### src/rtl/casc_irq_pkg.sv
package casc_irq_pkg;
  localparam int unsigned GW     = 32;
  localparam int unsigned IW     = $clog2(GW);
  localparam int unsigned VW     = IW + 2;
  localparam int unsigned NSUM   = 4;
  localparam int unsigned SUM_LSB = 24;
  localparam int unsigned SPAN   = GW / NSUM;

  localparam logic [VW-1:0] VEC_SPUR = '1;
  localparam logic [IW-1:0] SUM_LSB_I = IW'(SUM_LSB);
  localparam logic [GW-1:0] SUM_FIELD = GW'({NSUM{1'b1}}) << SUM_LSB;

  typedef enum logic [2:0] {
    A_LO_CAUSE = 3'd0,
    A_LO_MASK  = 3'd1,
    A_HI_CAUSE = 3'd2,
    A_HI_MASK  = 3'd3,
    A_PT_CAUSE = 3'd4,
    A_PT_MASK  = 3'd5,
    A_VEC      = 3'd6
  } reg_addr_e;
endpackage

### src/rtl/irq_prio_enc.sv
module irq_prio_enc #(
  parameter int unsigned W  = 32,
  localparam int unsigned IW = $clog2(W)
) (
  input  logic [W-1:0]  req_i,
  output logic          hit_o,
  output logic [IW-1:0] idx_o
);
  // highest set bit wins: later iterations overwrite
  always_comb begin
    idx_o = '0;
    for (int i = 0; i < W; i++) begin
      if (req_i[i]) idx_o = IW'(i);
    end
  end
  assign hit_o = |req_i;
endmodule

### src/rtl/irq_port_bank.sv
module irq_port_bank
  import casc_irq_pkg::*;
(
  input  logic          clk_i,
  input  logic          rst_ni,
  input  logic [GW-1:0] evt_i,
  input  logic          wr_i,
  input  logic [GW-1:0] wdata_i,
  input  logic          vclr_i,
  input  logic [IW-1:0] vidx_i,
  output logic [GW-1:0] cause_o,
  output logic [NSUM-1:0] sum_o,
  input  logic [GW-1:0] mask_i
);
  logic [GW-1:0] cause_q, clr;
  logic [GW-1:0] pend;

  always_comb begin
    clr = '0;
    if (wr_i)   clr = clr | ~wdata_i;
    if (vclr_i) clr = clr | (GW'(1) << vidx_i);
  end

  // set dominates clear so a fresh event is never lost
  always_ff @(posedge clk_i or negedge rst_ni) begin
    if (!rst_ni) cause_q <= '0;
    else         cause_q <= (cause_q & ~clr) | evt_i;
  end

  assign pend = cause_q & mask_i;

  for (genvar g = 0; g < NSUM; g++) begin : g_sum
    assign sum_o[g] = |pend[g*SPAN +: SPAN];
  end

  assign cause_o = cause_q;
endmodule

### src/rtl/irq_vec_sel.sv
module irq_vec_sel
  import casc_irq_pkg::*;
(
  input  logic [GW-1:0] lo_pend_i,
  input  logic [GW-1:0] hi_pend_i,
  input  logic [GW-1:0] pt_pend_i,
  output logic [VW-1:0] code_o,
  output logic          is_port_o,
  output logic [IW-1:0] port_idx_o
);
  logic          lo_hit, hi_hit, pt_hit;
  logic [IW-1:0] lo_idx, hi_idx, pt_idx;

  irq_prio_enc #(.W(GW)) u_lo (.req_i(lo_pend_i), .hit_o(lo_hit), .idx_o(lo_idx));
  irq_prio_enc #(.W(GW)) u_hi (.req_i(hi_pend_i), .hit_o(hi_hit), .idx_o(hi_idx));
  irq_prio_enc #(.W(GW)) u_pt (.req_i(pt_pend_i), .hit_o(pt_hit), .idx_o(pt_idx));

  always_comb begin
    code_o    = VEC_SPUR;
    is_port_o = 1'b0;
    if (lo_hit) begin
      code_o = {2'b00, lo_idx};
    end else if (hi_hit) begin
      if (hi_idx >= SUM_LSB_I) begin
        if (pt_hit) begin
          code_o    = {2'b10, pt_idx};
          is_port_o = 1'b1;
        end
      end else begin
        code_o = {2'b01, hi_idx};
      end
    end
  end

  assign port_idx_o = pt_idx;
endmodule

### src/rtl/casc_irq_agg.sv
module casc_irq_agg
  import casc_irq_pkg::*;
#(
  parameter logic [31:0] LO_ELIG = 32'h3DFF_FFFE,
  parameter logic [31:0] HI_ELIG = 32'h0F00_0DB7
) (
  input  logic        clk_i,
  input  logic        rst_ni,
  input  logic [31:0] lo_src_i,
  input  logic [31:0] hi_src_i,
  input  logic [31:0] port_evt_i,
  input  logic        reg_req_i,
  input  logic        reg_we_i,
  input  logic [2:0]  reg_addr_i,
  input  logic [31:0] reg_wdata_i,
  output logic [31:0] reg_rdata_o,
  output logic        cpu_irq_o
);
  logic [GW-1:0] lo_cause_q, hi_src_q;
  logic [GW-1:0] lo_mask_q, hi_mask_q, pt_mask_q;
  logic [GW-1:0] hi_cause, pt_cause;
  logic [GW-1:0] lo_pend, hi_pend, pt_pend;
  logic [NSUM-1:0] sum;
  logic [VW-1:0] vec_code;
  logic          is_port;
  logic [IW-1:0] port_idx;
  logic          rd, wr, rd_vec, wr_pt_cause, main_any;
  logic [31:0]   rdata_q, rmux;
  logic          irq_q;
  reg_addr_e     addr;

  assign addr        = reg_addr_e'(reg_addr_i);
  assign rd          = reg_req_i && !reg_we_i;
  assign wr          = reg_req_i && reg_we_i;
  assign rd_vec      = rd && (addr == A_VEC);
  assign wr_pt_cause = wr && (addr == A_PT_CAUSE);

  always_ff @(posedge clk_i or negedge rst_ni) begin
    if (!rst_ni) begin
      lo_cause_q <= '0;
      hi_src_q   <= '0;
    end else begin
      lo_cause_q <= lo_src_i;
      hi_src_q   <= hi_src_i;
    end
  end

  always_ff @(posedge clk_i or negedge rst_ni) begin
    if (!rst_ni) begin
      lo_mask_q <= '0;
      hi_mask_q <= '0;
      pt_mask_q <= '0;
    end else if (wr) begin
      case (addr)
        A_LO_MASK: lo_mask_q <= reg_wdata_i;
        A_HI_MASK: hi_mask_q <= reg_wdata_i;
        A_PT_MASK: pt_mask_q <= reg_wdata_i;
        default: ;
      endcase
    end
  end

  irq_port_bank u_port (
    .clk_i   (clk_i),
    .rst_ni  (rst_ni),
    .evt_i   (port_evt_i),
    .wr_i    (wr_pt_cause),
    .wdata_i (reg_wdata_i),
    .vclr_i  (rd_vec && is_port),
    .vidx_i  (port_idx),
    .cause_o (pt_cause),
    .sum_o   (sum),
    .mask_i  (pt_mask_q)
  );

  // summary bits replace the source bits in the cascade field
  assign hi_cause = (hi_src_q & ~SUM_FIELD) | (GW'(sum) << SUM_LSB);

  assign lo_pend = lo_cause_q & lo_mask_q & LO_ELIG;
  assign hi_pend = hi_cause & hi_mask_q & HI_ELIG;
  assign pt_pend = pt_cause & pt_mask_q;
  assign main_any = (|lo_pend) || (|hi_pend);

  irq_vec_sel u_sel (
    .lo_pend_i  (lo_pend),
    .hi_pend_i  (hi_pend),
    .pt_pend_i  (pt_pend),
    .code_o     (vec_code),
    .is_port_o  (is_port),
    .port_idx_o (port_idx)
  );

  always_comb begin
    case (addr)
      A_LO_CAUSE: rmux = lo_cause_q;
      A_LO_MASK:  rmux = lo_mask_q;
      A_HI_CAUSE: rmux = hi_cause;
      A_HI_MASK:  rmux = hi_mask_q;
      A_PT_CAUSE: rmux = pt_cause;
      A_PT_MASK:  rmux = pt_mask_q;
      A_VEC:      rmux = 32'(vec_code);
      default:    rmux = '0;
    endcase
  end

  always_ff @(posedge clk_i or negedge rst_ni) begin
    if (!rst_ni) begin
      rdata_q <= '0;
      irq_q   <= 1'b0;
    end else begin
      if (rd) rdata_q <= rmux;
      irq_q <= main_any;
    end
  end

  assign reg_rdata_o = rdata_q;
  assign cpu_irq_o   = irq_q;
endmodule

### config.mk
export PLATFORM = sky130hd
export DESIGN_NAME = casc_irq_agg
export DESIGN_NICKNAME = d
export VERILOG_FILES = /design/src/rtl/casc_irq_pkg.sv /design/src/rtl/irq_prio_enc.sv /design/src/rtl/irq_port_bank.sv /design/src/rtl/irq_vec_sel.sv /design/src/rtl/casc_irq_agg.sv
export SDC_FILE = /design/constraint.sdc
export NUM_CORES = 1
export LEC_CHECK = 0
export BUFFER_PORTS_ARGS = -buffer_cell sky130_fd_sc_hd__buf_2
export CORE_MARGIN = 2
export CORE_UTILIZATION = 29
export DETAILED_ROUTE_END_ITERATION = 12
export SYNTH_ARGS = -nofsm -noshare
export SYNTH_HDL_FRONTEND = slang
export SYNTH_SLANG_ARGS = --single-unit
export TNS_END_PERCENT = 50
### constraint.sdc
create_clock -name clk_i -period 5.7 [get_ports clk_i]
set_input_delay 0.855 -clock clk_i [delete_from_list [all_inputs] [get_ports clk_i]]
set_output_delay 0.855 -clock clk_i [all_outputs]
set_load 0.02 [all_outputs]
Yosys cells after proc, flatten, opt, wreduce, memory -nomap -nowiden
Index checks and enable logic that the tools add are counted.

Magnitude comparators: 1. Multiply operators: 0. Shifts and indexed selects: 1. Divide/modulo/power cells: 0. Reduce and logical (&&, ||, !) cells: 18. Add/subtract/negate cells: 0. Mux-type cells: 82. Bitwise logic cells: 9. Equal/unequal tests: 6.

Operators with widths (number): $mux 5 (68); $pmux 32 s7 (1); $and 32x32->32 (2); $mux 32 (2); $not 32->32 (2); $or 32x32->32 (2); $or 32x28->32 (1); $reduce_or 32->1 (1); $reduce_or 8->1 (4); $shl 1x5->32 const A (1); $and 30x30->30 (1); $and 28x28->28 (1); $reduce_or 28->1 (1); $mux 7 (3); $reduce_or 13->1 (1); $eq 3x3->1 const B (3); $mux 1 (7); $eq 3x2->1 const B (2); $mux 6 (1); $reduce_and 2->1 (3); $ge 5x5->1 const B (1); $logic_and 1x1->1 (5); $eq 3x1->1 const B (1); $logic_not 3->1 (1); other kinds (2) (2).

Register bits: 225. Memories: 0. Bits in latches: 0. Input bits: 135. ROM bits: 0. Bits in writable memories: 0.

Longest topological paths before layout
Gate-level depths: netlist (run 1).

Depth after elaboration: 38. Mapped depth: 9. Mapped depth without buffers: 7.

By module
A second synthesis (run 1) with hierarchy kept.

Cell total of the unflattened synthesis: 1031. Area, all modules: 11235.8 µm².

Modules (own cells, without submodules): casc_irq_agg (sequential area each 4729.5 µm², cells an instance 682, times used 1, area an instance 8395.6 µm²); irq_port_bank (sequential area each 800.8 µm², cells an instance 136, times used 1, area an instance 1562.7 µm²); irq_prio_enc (sequential area each 0.0 µm², cells an instance 62, times used 3, area an instance 366.6 µm²); irq_vec_sel (sequential area each 0.0 µm², cells an instance 27, times used 1, area an instance 177.7 µm²).

Worst setup path before layout (run 1)
Ideal clock, no wire load.

Path type: input -> register. Start point: in reg_addr_i[2]. End point: reg lo_mask_q[11]. Required time: 5.575 ns. Data arrival time: 2.456 ns. Stages: 7. Slack: 3.119 ns. Cells stage by stage: clkbuf_1 -> nor2b_1 -> and2_1 -> and3_1 -> clkbuf_1 -> buf_1 -> mux2_2.

Cells in the longest elaborated chain, start to end: 2.

Ends and longest elaborated chain: start: declaration (RTL line casc_irq_agg.sv:14) `input logic [2:0] reg_addr_i,`; $eq 3x1->1 (RTL line casc_irq_agg.sv:54) `case (addr)`; $reduce_and 2->1 (no source line); end signal: assignment (RTL line casc_irq_agg.sv:55) `A_LO_MASK: lo_mask_q <= reg_wdata_i;`; end: declaration (RTL line casc_irq_agg.sv:20) `logic [GW-1:0] lo_mask_q, hi_mask_q, pt_mask_q;`.

No other way between the ends. A chain may end at the register's enable or synchronous reset.

Final worst setup path (run 1)
Start point: reg lo_cause_q[23]. End point: reg u_port.cause_q[4] (netlist: u_port.cause_o[4]).

Cells in the longest elaborated chain, start to end: 8.

Ends and longest elaborated chain: start: declaration (RTL line casc_irq_agg.sv:19) `logic [GW-1:0] lo_cause_q, hi_src_q;`; start signal: assignment (RTL line casc_irq_agg.sv:43) `lo_cause_q <= lo_src_i;`; $and 30x30->30 (RTL line casc_irq_agg.sv:79) `assign lo_pend = lo_cause_q & lo_mask_q & LO_ELIG;`; $reduce_or 28->1 (RTL line irq_prio_enc.sv:16) `assign hit_o = |req_i;`; $mux 1 (RTL line irq_vec_sel.sv:21) `if (lo_hit) begin`; $logic_and 1x1->1 (RTL line casc_irq_agg.sv:69) `.vclr_i (rd_vec && is_port),`; $mux 32 (RTL line irq_port_bank.sv:21) `if (vclr_i) clr = clr | (GW'(1) << vidx_i);`; $not 32->32 (RTL line irq_port_bank.sv:27) `else cause_q <= (cause_q & ~clr) | evt_i;`; $and 32x32->32 (RTL line irq_port_bank.sv:27); $or 32x32->32 (RTL line irq_port_bank.sv:27); end signal: assignment (RTL line irq_port_bank.sv:27); end: declaration (RTL line irq_port_bank.sv:15) `logic [GW-1:0] cause_q, clr;`.

No other way between the ends.

==> results by stage, run 1 <==
Routing:
- The final route contains between 8k and 9k vias.
- After the first detailed-routing iteration, the DRC count stood at just over 800.
- After detailed routing, the average wire length per cell comes to ~23 um.
- Summed over all layers, the routed wires come to roughly 35,000 um.
- In the routed design, unresolved DRC markers number 0.
- The detail route stage leaves a number of antenna-violating nets equal to 0.
- The per-cell via count in the routed design is between 5 and 6.
- The first detailed-routing pass ran for 6 iterations.

Yosys:
- By count the netlist is led by sky130_fd_sc_hd__dfrtp_1, sky130_fd_sc_hd__nand2_1, sky130_fd_sc_hd__a22oi_1, sky130_fd_sc_hd__mux2_2, sky130_fd_sc_hd__o21ai_0.
- The mapped netlist covers around 10,000 sq um.
- By area the synthesized netlist is led by sky130_fd_sc_hd__dfrtp_1, sky130_fd_sc_hd__mux2_2, sky130_fd_sc_hd__a22oi_1.
- Each instance of the synthesized netlist takes up on average approximately 12 sq um.
- The sequential cell area fraction in the yosys report is between 50% and 60%.
- After synthesis the netlist holds a flip-flop and latch count of 221.
- The number of instances in the synthesized netlist is 873.
- For this run, asynchronously set or reset flops after synthesis account for 100%.
- Among all cell types in the netlist, the one instantiated most often is sky130_fd_sc_hd__dfrtp_1.
- The main flop type after synthesis is sky130_fd_sc_hd__dfrtp_1.
- The synthesized design contains 0 enable-type register cells.
- The number of distinct library cell variants in the gate-level netlist after synthesis is 57.
- The largest area contributor in the netlist is sky130_fd_sc_hd__dfrtp_1.
- The post-synthesis net count is between 1k and 1.5k.
- The area share of the leading cell type in the synthesized netlist is approximately 55%.
- Yosys printed 0 warnings.

Placed design:
- The final estimated routing congestion in global placement is ~0.91.
- Summing all placed instances gives a cell area of approximately 11,000 sq um.
- The count of buffers added on input and output ports is roughly 160.
- The HPWL after detailed placement is 25,500 um.

Power:
- IR analysis of the VDD net gives a maximum drop of around 0.25 mV.
- The reported leakage power is between 5 and 6 nW.
- The power density normalized to cell area is 360 nW/um^2.
- The design draws between 4 and 5 mW.

GRT:
- For this run, the total global-route usage over all layers was measured as about a fifth.
- Entering global routing, the biggest net connects 108 pins.
- The number of antenna violations at the first check in global routing is 0.
- The number of global-route vias before repair came to 8,591.
- Summed over all layers, the global routing overflow is 0.
- The wire length of the first global-routing pass is 53,200 um.

Clock tree:
- Counting the buffers created by CTS gives 25.
- Clock tree synthesis selected as its root buffer the cell sky130_fd_sc_hd__clkbuf_16.
- CTS built an H-tree with a depth of 1.
- Post-CTS repair changed the size of 0 cells.
- TritonCTS built the clock tree.
- The number of buffers inserted to repair setup after CTS is 0.
- The worst-case clock buffer depth is 3.
- The number of clock sinks is roughly 220.
- Hold repair after CTS inserted 0 buffers.
- At the later pin of the worst-skew pair, clock insertion delay measures roughly 550 ps.
- After clock tree synthesis, the clock-pin slew on the worst setup and hold paths is ~60 ps.

Setup path:
- Data on the critical path arrives at its endpoint at ~3700 ps.
- The top fanout value on the critical path is 9.
- The worst setup path is captured at a register.
- The critical path is of the reg -> reg type.
- The worst flop-to-flop path endpoint is u_port.cause_o[4]$_DFF_PN0_.
- The critical path launch point type is a register.
- The number of cells on the worst reg-to-reg path is 7.
- The data required time of the worst path is a little over 6000 ps.
- The startpoint identified for the worst register-to-register timing path is lo_cause_q[23]$_DFF_PN0_.
- The slack of the worst reg-to-reg path is approximately 2500 ps.

Run status:
- The run finished with clean final reports.

STA:
- The number of max-slew violations in the final report is 0.
- For the pin with the worst max-slew slack, the measured transition is slightly below 1000 ps.
- Dividing the final minimum period by the clock period gives 56.8%.
- The count of final setup violators is 0.
- The accumulated negative setup slack is 0 ps.
- Setup repair after global routing left no endpoint under its margin.
- The smallest clock period supported by the final layout is computed as about 3200 ps.
- Clock skew on the completed layout was measured at 23.2 ps.
- In this run the tightest slew margin relative to its limit is a little over a third.
- The number of hold violations in the final report is 0.
- The upper clock frequency limit is between 300 and 400 MHz.
- The worst hold-check slack is about 380 ps.

Floorplanning:
- Row generation in the floorplan step produced 68 rows.
- The die covers 36,400 sq um.
- The starting density of the core is between 20% and 30%.
- In this run the horizontal extent of the chip is roughly 190 um.
- The count of boundary I/O pins is around 170.
- From bottom edge to top edge, the die measures 191 um.
- The core region is approximately 34,000 sq um.

Cells and area:
- At the end of the flow, the number of nets in the layout was between 1k and 1.5k.
- The post-synthesis to final-layout area growth is 20.9%.
- The finished cells cover 12,200 sq um.
- The final antenna diode count is 0.
- Cells with a size suffix above 1 make up between 20% and 30% of the layout.

Min path:
- The min-delay analysis places its worst path in the category in -> async.

Flow run:
- The number of max-cap violations is 0.
[through the flow]
stage               instances  utilization (%)  setup slack (ps)
floorplan                 873                -              3120
global placement         1463             33.3              2250
detailed placement       1463             33.3              2270
CTS                      1505             35.5              2520
global route             1505             35.5              2310
finish                   1505             35.5              2460
[critical path, stage by stage (launching register included)]
cell and delay [ps]:
sky130_fd_sc_hd__dfrtp_1 420, sky130_fd_sc_hd__a22o_1 360, sky130_fd_sc_hd__or4_4 550, sky130_fd_sc_hd__nand4bb_1 450, sky130_fd_sc_hd__nor4_1 400, sky130_fd_sc_hd__nand3_1 480, sky130_fd_sc_hd__o221ai_1 360, sky130_fd_sc_hd__nand2b_1 100
[how the worst max path moves through the flow]
stage,startpoint,endpoint,slack [ps],cells past startpoint
floorplan,reg_addr_i[2],lo_mask_q[11]$_DFFE_PN0P_,3120,7
global placement,reg_addr_i[0],lo_mask_q[31]$_DFFE_PN0P_,2250,6
detailed placement,reg_addr_i[0],lo_mask_q[16]$_DFFE_PN0P_,2270,6
CTS,u_port.cause_o[29]$_DFF_PN0_,u_port.cause_o[4]$_DFF_PN0_,2520,7
global route,u_port.cause_o[24]$_DFF_PN0_,u_port.cause_o[4]$_DFF_PN0_,2310,7
finish,lo_cause_q[23]$_DFF_PN0_,u_port.cause_o[4]$_DFF_PN0_,2460,7
[metal layers]
| metal | track usage [%] | vias to the layer above | share of wire, % |
|---|---|---|---|
| li1 | - | 3722 | - |
| met2 | 30.4 | 374 | 46 |
| met4 | 6.17 | 0 | 3.0 |
| met5 | 0 | - | 0 |
| met3 | 3.64 | 63 | 7.0 |
| met1 | 27.0 | 4213 | 44 |
[where the power goes]
| group | internal, mW | leakage [nW] | switching (mW) | total, mW |
|---|---|---|---|---|
| combinational | 0.378 | 2.27 | 0.543 | 0.922 |
| sequential | 1.79 | 2.58 | 0.206 | 1.99 |
| clock | 0.843 | 0.372 | 0.644 | 1.49 |
[layout by cell type (no fill, tap or decap), drive strengths merged, types with 21 or more instances in the layout]
master,count
o221ai,21
dfrtp,221
a221oi,24
nand2b,21
mux2,100
nor3,22
clkbuf,33
a22oi,83
a21oi,22
nand2,90
buf,181
o21ai,43
a22o,22
[registers in the layout, indices dropped and copies added (netlist names)]
name            count
pt_mask_q          32
hi_mask_q          32
hi_src_q           28
cpu_irq_o           1
u_port.cause_o     32
lo_mask_q          32
reg_rdata_o        32
lo_cause_q         32
[cell type report]
class,instances,area [sq um]
fillers,3478,22200
clock buffers,33,686
multi-input cells,605,4410
repair buffers,181,973
clock inverters,9,56.3
inverters,1,3.75
well taps,455,569
flip-flops and latches,221,5530
[kinds of logic after synthesis]
group,count (synthesis),synth area share (%)
compound gates,294,21.5
flops,221,54.7
simple gates,210,10.8
mux,101,11.2
buf+inv,47,1.84
Power figures use the tool's default switching activity.
==> run 2, diff against run 1 <==
clock period = 2.8 ns   (was 5.7 ns; I/O delays follow)
==> run 2 against run 1 <==
Effect of this change: utilization up 3.2 points; sequential cell count unchanged; routed wire length up 3.7%; cell count up 6.6%; hold slack worse by 370 ps; highest routed layer unchanged; via count up 4.5%; maximum frequency up 21%; non-clock buffer count up 97; die area unchanged.
==> results by stage, run 2 (same netlist as run 1, synthesis figures left out) <==
Setup path:
- The number of cells on the worst reg-to-reg path was 7 (unchanged).
- The startpoint of the worst register-to-register path is u_port.cause_o[6]$_DFF_PN0_.
- The critical path's slowest cell is sky130_fd_sc_hd__a221oi_1.
- The slack of the worst reg-to-reg path is 120 ps (-2340 ps).
- The start point of the critical path is u_port.cause_o[6]$_DFF_PN0_.
- The worst setup path is captured at a register.
- The top cell family by delay on the critical path is compound AO/OA/AOI/OAI gates.
- The worst setup path is of the reg -> reg kind.
- The data required time of the worst path came to 3230 ps (-2880 ps).
- The critical path launch point type is a register.
- The top fanout value on the critical path is 6 (-3).
- The data arrival at the endpoint of the critical path is 3100 ps (-550 ps).
- The critical path buffer and inverter count is 0 (unchanged).
- The critical path goes through a22o_1 > nor2_1 > o31ai_1 > a221oi_1 > nand3_1 > o221ai_1 > nand2b_1.
- The worst flop-to-flop path endpoint is u_port.cause_o[8]$_DFF_PN0_.
- The delay of the slowest critical-path stage is 740 ps (+190 ps).

Cells and area:
- The commonest non-fill, non-tap cell in the layout is sky130_fd_sc_hd__dfrtp_1.
- The post-synthesis to final-layout area growth is 31.6%.
- The top cell types in the final layout, fill and taps aside, are sky130_fd_sc_hd__dfrtp_1, sky130_fd_sc_hd__buf_2, sky130_fd_sc_hd__nand2_1, sky130_fd_sc_hd__a22oi_1, sky130_fd_sc_hd__mux2_2.
- The number of nets in the final layout is 1,268 (+8.4%).
- The share of post-route cells with drive strength above 1 is 30.8% (+1.1 points).
- The final antenna diode count is 0 (unchanged).
- The final non-filler cell area came to 13,300 sq um (+8.9%).
- The core utilization of the finished layout is 38.6% (+3.2 points).

STA:
- The worst clock skew came to 19.2 ps (-3.94 ps).
- The number of max-slew violations in the final report was 0 (unchanged).
- The count of final setup violators was 0 (unchanged).
- Setup repair after global routing could not meet its margin everywhere.
- The worst hold-check slack is 14.7 ps (-366 ps).
- The upper clock frequency limit is 373 MHz (+21%).
- The number of hold violations in the final report is 0 (unchanged).
- The final setup slack of the worst path is 121 ps (-2340 ps).
- The post-route clock period utilization is 95.7% (+39 points).
- The slew at the pin closest to its max-slew limit is 801 ps (-177 ps).
- The max-slew headroom at the worst pin is 46.4% (+12 points).
- The time the final worst path needs with I/O delays and setup is 2680 ps (-560 ps).

Run status:
- The flow ran to the end, and the final reports show no timing, DRC or antenna violations.

Routing:
- The count of antenna-violating nets left after detailed routing was 0 (unchanged).
- The total via count in the routed design came to 8,747 (+4.5%).
- The wire length after detailed routing came to 36,600 um (+3.7%).
- The detailed router's first-iteration violation count is 804 (-1.6%).
- The first-pass iteration count of the detailed router came to 5 (-1).
- The wire length on met2 came to 17,000 um (+4.8%).
- The per-cell via count in the routed design was 5.45 (-2.0%).
- The number of remaining DRC errors was 0 (unchanged).
- The length of routed wiring on met1 was 16,000 um (+2.9%).
- The highest routing layer actually used is met4.
- The average wire per standard cell came to 22.8 um (-2.7%).
- The met3 routed wirelength is 2570 um (+3.5%).

Min path:
- The class of the worst hold path is in -> reg.
- The cell depth of the worst hold path is 1.
- The worst hold path startpoint is hi_src_i[14].
- The destination of the worst hold path is hi_src_q[14]$_DFF_PN0_.

Power:
- The reported leakage power was 5.74 nW (+9.9%).
- The part of the total power dissipated in the clock network is 37.0% (+3.2 points).
- The cell internal power dissipation was 6.81 mW (+130%).
- The share of total power consumed by net switching came to 29.9% (-1.8 points).
- The power density normalized to cell area is 730 nW/um^2 (+100%).
- The combinational cell fraction of total power is 21.2% (+0.3 points).
- The net switching power was 2.90 mW (+110%).
- The largest vdd supply drop is 0.435 mV (+71%).
- The sequential share of power is 41.8% (-3.5 points).

GRT:
- The number of global-route vias before repair was 8,860 (+3.1%).
- The total global routing overflow is 0 (unchanged).
- The largest net degree at the start of global routing is 76 (-30%).
- The number of antenna violations at the first check in global routing was 0 (unchanged).
- The global-route total usage across every layer was 20.3% (+0.84 points).
- The wire length of the first global-routing pass is 55,200 um (+3.7%).

Clock tree:
- The insertion delay of the later-clocked pin in the worst-skew pair is 550 ps (about the same).
- The number of buffers inserted to repair setup after CTS is 0 (unchanged).
- The total CTS buffers is 26 (+4.0%).
- The worst-case clock buffer depth is 3 (unchanged).
- The count of H-tree levels built during CTS is 1 (unchanged).
- The CTS root buffer is sky130_fd_sc_hd__clkbuf_16.
- TritonCTS built the clock tree.
- The clock transition at the registers of the reported paths is 60 ps (about the same).
- The number of clock sinks is 221 (unchanged).

Floorplanning:
- The count of boundary I/O pins is 168 (unchanged).
- The die boundary width is 191 um (unchanged).
- The count of standard-cell rows is 68 (unchanged).
- The die outline height is 191 um (unchanged).
- The area of the die was 36,400 sq um (unchanged).
- The area of the core region is 34,500 sq um (unchanged).
- The starting density of the core was 29.4% (unchanged).

Placed design:
- The setup slack at placement is 177 ps (-2090 ps).
- The quantity of I/O buffers inserted on ports was 163 (unchanged).
- The final estimated routing congestion in global placement was 0.896 (-1.4%).
- The HPWL after detailed placement is 26,900 um (+5.6%).
- The cell area after placement is 11,800 sq um (+2.6%).

Flow run:
- The number of max-cap violations is 0 (unchanged).
run 2: how the worst max path moves through the flow:
| stage | to | slack (ps) | cells past startpoint |
|---|---|---|---|
| global route | u_port.cause_o[6]$_DFF_PN0_ | -3 | 8 |
| finish | u_port.cause_o[8]$_DFF_PN0_ | 120 | 7 |
| CTS | reg_rdata_o[2]$_DFFE_PN0P_ | 150 | 8 |
| floorplan | u_port.cause_o[1]$_DFF_PN0_ | 420 | 8 |
| detailed placement | u_port.cause_o[12]$_DFF_PN0_ | 180 | 8 |
| global placement | reg_rdata_o[1]$_DFFE_PN0P_ | 130 | 6 |
run 2: cell type report:
| type | instances | area (sq um) |
|---|---|---|
| clock buffers | 37 | 773 |
| clock inverters | 7 | 139 |
| fillers | 3402 | 21100 |
| inverters | 1 | 3.75 |
| multi-input cells | 605 | 4420 |
| flip-flops and latches | 221 | 5530 |
| well taps | 455 | 569 |
| repair buffers | 278 | 1880 |
run 2: metrics by stage:
stage | power (mW) | cells | setup TNS [ps]
floorplan | 5.16 | 873 | 0
global placement | 6.03 | 1500 | 0
detailed placement | 6.07 | 1500 | 0
CTS | 9.75 | 1601 | 0
global route | 10.2 | 1604 | -2.52
finish | 9.72 | 1604 | 0
run 2: power by group through the flow:
stage,registers [mW],logic [mW],clock network (mW)
2_1_floorplan,4.06,1.10,0
6_report,4.06,2.06,3.60
3_3_place_gp,4.09,1.95,0
3_5_place_dp,4.10,1.98,0
4_1_cts,4.05,2.05,3.66
5_1_grt,4.12,2.23,3.81
run 2: what timing repair did:
item / 4_1_cts / 5_1_grt
endpoints found under the hold margin: 126 / 3
hold buffers: 57 / 3
resized for setup: 0 / 2
endpoints found under the setup margin: 0 / 3
run 2: per-layer routing:
| metal | GRT usage [%] | up-vias |
|---|---|---|
| li1 | - | 3916 |
| met1 | 28.1 | 4419 |
| met2 | 32.1 | 354 |
| met3 | 3.92 | 58 |
| met4 | 5.69 | 0 |
| met5 | 0 | - |
run 2: worst register-to-register path: stages (launching register included):
cell	delay [ps]
sky130_fd_sc_hd__dfrtp_1	410
sky130_fd_sc_hd__a22o_1	290
sky130_fd_sc_hd__nor2_1	150
sky130_fd_sc_hd__o31ai_1	150
sky130_fd_sc_hd__a221oi_1	740
sky130_fd_sc_hd__nand3_1	450
sky130_fd_sc_hd__o221ai_1	300
sky130_fd_sc_hd__nand2b_1	80
